--- src/rtl/load_order_queue.sv ---
`timescale 1ns/1ps
module load_order_queue #(
  parameter int DEPTH     = 8,
  parameter int ADDR_W    = 32,
  parameter int SEQ_W     = 8,
  parameter int SQ_W      = 3,
  parameter int DROP_BITS = 8,
  localparam int IW = $clog2(DEPTH),
  localparam int CW = IW + 1
) (
  input  logic              clk,
  input  logic              rst_n,
  input  logic              alloc_valid,
  input  logic [SEQ_W-1:0]  alloc_seq,
  input  logic [SQ_W-1:0]   alloc_sq_tag,
  input  logic              alloc_sq_empty,
  output logic              alloc_ready,
  output logic [IW-1:0]     lq_tail,
  input  logic              wb_valid,
  input  logic [IW-1:0]     wb_idx,
  input  logic [ADDR_W-1:0] wb_addr,
  input  logic              chk_valid,
  input  logic [IW-1:0]     chk_start,
  input  logic [ADDR_W-1:0] chk_addr,
  output logic              chk_fault,
  output logic              viol_valid,
  output logic [IW-1:0]     viol_idx,
  output logic [SEQ_W-1:0]  viol_seq,
  input  logic              viol_read,
  input  logic              commit_valid,
  input  logic [SEQ_W-1:0]  commit_seq,
  input  logic              squash_valid,
  input  logic [SEQ_W-1:0]  squash_seq,
  input  logic              stall_set,
  input  logic [IW-1:0]     stall_idx,
  input  logic              stall_release,
  output logic              stalled,
  output logic [CW-1:0]     lq_count,
  output logic [SEQ_W-1:0]  head_seq,
  output logic              head_sq_valid,
  output logic [SQ_W-1:0]   head_sq_tag
);

  logic [SEQ_W-1:0]  e_seq  [DEPTH];
  logic [ADDR_W-1:0] e_addr [DEPTH];
  logic [SQ_W-1:0]   e_sq   [DEPTH];
  logic [DEPTH-1:0]  e_av, e_sqv, occ;

  logic [IW-1:0] head, tail, stall_r;
  logic [CW-1:0] cnt, n_com, n_sq;
  logic          stall_v, hit, alloc_fire, stall_squashed;
  logic [IW-1:0] hit_idx, span, pos, rel;

  assign lq_tail       = tail;
  assign lq_count      = cnt;
  assign stalled       = stall_v;
  assign alloc_ready   = (tail + IW'(1)) != head;
  assign alloc_fire    = alloc_valid && alloc_ready && !squash_valid;
  assign head_seq      = e_seq[head];
  assign head_sq_valid = e_sqv[head];
  assign head_sq_tag   = e_sq[head];
  assign chk_fault     = chk_valid && hit && !viol_valid;
  assign stall_squashed = stall_v && squash_valid && occ[stall_r] && (e_seq[stall_r] > squash_seq);

  always_comb begin
    n_com = '0;
    n_sq  = '0;
    occ   = '0;
    for (int i = 0; i < DEPTH; i++) begin
      rel    = IW'(i) - head;
      occ[i] = CW'(rel) < cnt;
      if (occ[i] && commit_valid && e_seq[i] <= commit_seq) n_com = n_com + CW'(1);
      if (occ[i] && squash_valid && e_seq[i] > squash_seq)  n_sq  = n_sq + CW'(1);
    end
  end

  always_comb begin
    hit     = 1'b0;
    hit_idx = chk_start;
    span    = tail - chk_start;
    for (int k = 0; k < DEPTH; k++) begin
      pos = chk_start + IW'(k);
      if (!hit && IW'(k) < span && e_av[pos] &&
          e_addr[pos][ADDR_W-1:DROP_BITS] == chk_addr[ADDR_W-1:DROP_BITS]) begin
        hit     = 1'b1;
        hit_idx = pos;
      end
    end
  end

  always_ff @(posedge clk) begin
    if (!rst_n) begin
      head       <= '0;
      tail       <= '0;
      cnt        <= '0;
      e_av       <= '0;
      e_sqv      <= '0;
      viol_valid <= 1'b0;
      viol_idx   <= '0;
      viol_seq   <= '0;
      stall_v    <= 1'b0;
      stall_r    <= '0;
      for (int i = 0; i < DEPTH; i++) begin
        e_seq[i]  <= '0;
        e_addr[i] <= '0;
        e_sq[i]   <= '0;
      end
    end else begin
      head <= head + IW'(n_com);
      cnt  <= cnt + CW'(alloc_fire) - n_com - n_sq;
      if (squash_valid)    tail <= tail - IW'(n_sq);
      else if (alloc_fire) tail <= tail + IW'(1);
      if (alloc_fire) begin
        e_seq[tail]  <= alloc_seq;
        e_sq[tail]   <= alloc_sq_tag;
        e_sqv[tail]  <= !alloc_sq_empty;
        e_av[tail]   <= 1'b0;
      end
      if (wb_valid) begin
        e_addr[wb_idx] <= wb_addr;
        e_av[wb_idx]   <= 1'b1;
      end
      if (chk_fault) begin
        viol_valid <= 1'b1;
        viol_idx   <= hit_idx;
        viol_seq   <= e_seq[hit_idx];
      end else if (viol_read) begin
        viol_valid <= 1'b0;
      end
      if (stall_set) begin
        stall_v <= 1'b1;
        stall_r <= stall_idx;
      end
      if (stall_release || stall_squashed) stall_v <= 1'b0;
    end
  end

  p_no_overflow_r1: assert property (@(posedge clk) disable iff (!rst_n)
    cnt <= CW'(DEPTH - 1));
  p_refuse_full_r1: assert property (@(posedge clk) disable iff (!rst_n)
    (alloc_valid && !alloc_ready && !squash_valid) |=> (tail == $past(tail)));
  p_fault_records_r6: assert property (@(posedge clk) disable iff (!rst_n)
    chk_fault |=> viol_valid);
  p_viol_hold_r7: assert property (@(posedge clk) disable iff (!rst_n)
    (viol_valid && !viol_read) |=> (viol_valid && $stable(viol_idx) && $stable(viol_seq)));
  p_commit_shrinks_r8: assert property (@(posedge clk) disable iff (!rst_n)
    (commit_valid && !alloc_valid) |=> (cnt <= $past(cnt)));
  p_squash_shrinks_r9: assert property (@(posedge clk) disable iff (!rst_n)
    squash_valid |=> (cnt <= $past(cnt)));
  p_release_r10: assert property (@(posedge clk) disable iff (!rst_n)
    (stall_release && !stall_set) |=> !stalled);

endmodule

--- config.mk ---
export PLATFORM = sky130hd
export DESIGN_NAME = load_order_queue
export DESIGN_NICKNAME = d
export VERILOG_FILES = /design/src/rtl/load_order_queue.sv
export SDC_FILE = /design/constraint.sdc
export NUM_CORES = 1
export LEC_CHECK = 0
export BUFFER_PORTS_ARGS = -buffer_cell sky130_fd_sc_hd__clkbuf_2
export CORE_ASPECT_RATIO = 1.2
export CORE_MARGIN = 3
export CORE_UTILIZATION = 45
export CTS_BUF_LIST = sky130_fd_sc_hd__clkbuf_8
export DETAILED_ROUTE_END_ITERATION = 7
export GPL_TIMING_DRIVEN = 0
export PLACE_DENSITY_LB_ADDON = 0.25
export SLEW_MARGIN = 20
export SYNTH_ARGS = -nofsm -noshare
export SYNTH_HDL_FRONTEND = slang
export SYNTH_SLANG_ARGS = --single-unit
export TNS_END_PERCENT = 30
--- constraint.sdc ---
create_clock -name clk -period 11.8 [get_ports clk]
set_input_delay 0.59 -clock clk [delete_from_list [all_inputs] [get_ports clk]]
set_output_delay 0.59 -clock clk [all_outputs]
set_load 0.05 [all_outputs]
==> impl_metrics.csv <==
group,metric,value,unit
outcome,outcome,"complete, no violations",
route,wl_met3,19.4,mm
cells_and_area,final_cell_area,0.0350,mm2
cts,cts_tree,"done",
placement,portBuffers,112,
synth,synth-edff-count,280,
grt,grt_pass1_wl,236,mm
route,dr.pass1.iters,8,
synth,avgSynthCellArea,11.0,um2
sta,rsz0062_at_grt,"no",
cts,insertion_delay,0.71,ns
synth,syn_area,0.0319,mm2
sta,hold_viol,0,
worst_setup_path,crit_path_start_kind,"register",
worst_setup_path,cp.required,12.37,ns
worst_setup_path,cpPeakStageDelay,0.80,ns
cells_and_area,fin_util,0.501,
route,ant_nets,0,
synth,synth_ff_type,"edfxtp_1",
cts,root_buffer,"clkbuf_8",
power,ir_drop,0.281,mV
route,routed.top_layer,"met5",
floorplan,io_pins,145,
grt,grt_use_total,0.460,
cts,cts_sinks,325,
route,wl_per_cell,43.3,um
route,routed-wl-met2,78.2,mm
placement,gp_congestion,1.12,
synth,postSynth.asyncResetShare,0,
synth,yosysMostFrequentCell,"and2_1",
cts,clkSlewWorstSetupHoldPaths,0.08,ns
cts,cts-resized-gates,0,
cells_and_area,area_growth,9.92,%
cells_and_area,drive_gt1_frac,0.205,
floorplan,die_x,249,um
route,route.detailed.drc,0,
floorplan,core-area,0.0699,mm2
route,vias,29347,
synth,synth_area_leaders,"edfxtp_1 (26%), mux4_2 (17%), mux2i_1 (7.6%)",
cells_and_area,ff_latch_area,0.00931,mm2
grt,antenna_found_initial,9,
worst_setup_path,slowest_stage,"clkbuf_1",
synth,syn_inst,2906,
sta,slew_headroom,0.173,
sta,max_freq,96.1,MHz
cells_and_area,fillers,6265,
power,p_leak,13.7,nW
cts,hold_buffers,0,
route,via_per_inst,7.26,
run,drv_cap,0,
sta,worstMarginPinSlew,1.21,ns
sta,setup_tns,0,ns
worst_setup_path,cpMostUsedCell,"ha_1",
cts,htree_levels,2,
worst_setup_path,crit_type,"reg2reg",
placement,place_area,0.0340,mm2
cts,postCtsSetupBuffers,0,
floorplan,die_h,297,um
synth,synth_fp_nets,3198,
route,wl_met1,53.9,mm
floorplan,start_util,0.456,
grt,grt_overflow,0,
power,power.density,154,mW/mm2
synth,synth_common_cells,"and2_1 (297), edfxtp_1 (280), mux4_2 (243)",
floorplan,dieArea,0.0740,mm2
worst_setup_path,crit_fanout,10,
cts,cts_buffer_depth,3,
sta,fin_crit_sh,0.882,
synth,ys_seq_elements,325,
worst_setup_path,worst_setup_path_end_kind,"register",
grt,grt_pass1_vias,29147,
min_path,hp-class,"in2reg",
cts,cts_buffers,51,
cells_and_area,layout.nets,3374,
route,drtIter0Drc,3789,
synth,ys_seq_area_frac,0.292,
worst_setup_path,cp.arrival,10.97,ns
synth,synth_area_leader_cell,"edfxtp_1",
synth,synth.top_cell.area_share,0.264,
sta,setup_violations,0,
route,drt_wl_total,175,mm
sta,slew_viol_final,0,
synth,ys_warn_count,0,
cells_and_area,multi_input_area,0.0212,mm2
floorplan,std_cell_rows,106,
sta,finalCriticalPeriod,10.40,ns
synth,synth.distinct_cells,104,
grt,grt_max_degree,17,
sta,clock-skew-final,0.0249,ns
placement,hpwl,138,mm
## cell usage in the layout, fill, tap and decap left out, types with 48 or more instances in the layout
master      n
nand4_1    70
o21ai_0    48
mux4_2    243
clkbuf_8   52
ha_1      174
nand2_1   171
and2_1    297
nor2_1    113
mux2i_1   241
clkbuf_2  117
inv_1     110
a21oi_1    70
edfxtp_1  280
xnor2_1   143
clkbuf_1   57
## report_power, final
part | internal [W] | switching [W] | total, W
logic | 0.00113 | 0.00176 | 0.00289
clock network | 0.000503 | 0.000497 | 0.00100
registers | 0.00135 | 0.000152 | 0.00150
total | 0.00298 | 0.00241 | 0.00539
## routing by layer
layer  track usage  vias up
met5             0        -
met4         0.475        2
met3         0.147      922
met2         0.729     2454
met1         0.466    14425
li1              -    11544
## sequential cells by signal (all words and copies together), names as in the netlist, named ones only
| register | flops |
|---|---|
| viol_idx | 3 |
| e_sq | 24 |
| e_addr | 192 |
| viol_seq | 8 |
| stalled | 1 |
| lq_count | 4 |
| e_seq | 64 |
| e_av | 8 |
| lq_tail | 3 |
| e_sqv | 8 |
| viol_valid | 1 |
| head | 3 |
| stall_r | 3 |
## path summary, 6_finish.rpt
check | startpoint | to | slack, ns | cells after the start
min reg2reg | e_sqv[6] | e_sqv[6] | 0.46 | 2
min | stall_release | stalled | 0.04 | 2
max reg2reg | head[0] | lq_count[3] | 1.40 | 41
max | head[0] | lq_count[3] | 1.40 | 41
## layout make-up
type	count	area share
Antenna cell	9	0.000643
Multi-Input combinational cell	2286	0.604
Buffer	190	0.0334
Clock buffer	52	0.0204
Clock inverter	34	0.00829
Timing Repair Buffer	123	0.0234
Sequential cell	325	0.266
Tap cell	918	0.0328
Inverter	105	0.0113
## through the flow
stage | std cells | total power (W) | setup slack, ns | hold slack [ns]
floorplan | 2906 | 0.00335 | 3.09 | 0.420
global route | 4035 | 0.00562 | 0.887 | 0.0471
finish | 4042 | 0.00539 | 1.40 | 0.0444
global placement | 3936 | 0.00420 | 1.39 | 0.430
CTS | 4033 | 0.00531 | 1.02 | 0.0113
detailed placement | 3947 | 0.00431 | 1.05 | 0.450
## worst max-delay path: cells and delay by family, from the launching register on
kind | cells | cell delay [ns]
simple gates | 8 | 1.00
xor+xnor | 8 | 1.56
flops | 1 | 0.42
mux | 1 | 0.29
fa+ha+maj | 11 | 3.47
compound gates | 7 | 1.80
buf+inv | 6 | 1.68
## cells by family (layout without fill, tap and decap cells)
| family | after synthesis | in the layout | synth area share |
|---|---|---|---|
| other cells | 0 | 9 | 0 |
| mux | 533 | 533 | 0.266 |
| buf+inv | 295 | 504 | 0.0489 |
| flops | 325 | 325 | 0.292 |
| simple gates | 944 | 944 | 0.166 |
| fa+ha+maj | 182 | 182 | 0.0730 |
| compound gates | 434 | 434 | 0.0961 |
| xor+xnor | 193 | 193 | 0.0575 |
No activity file was read; power rests on OpenSTA's default activity.
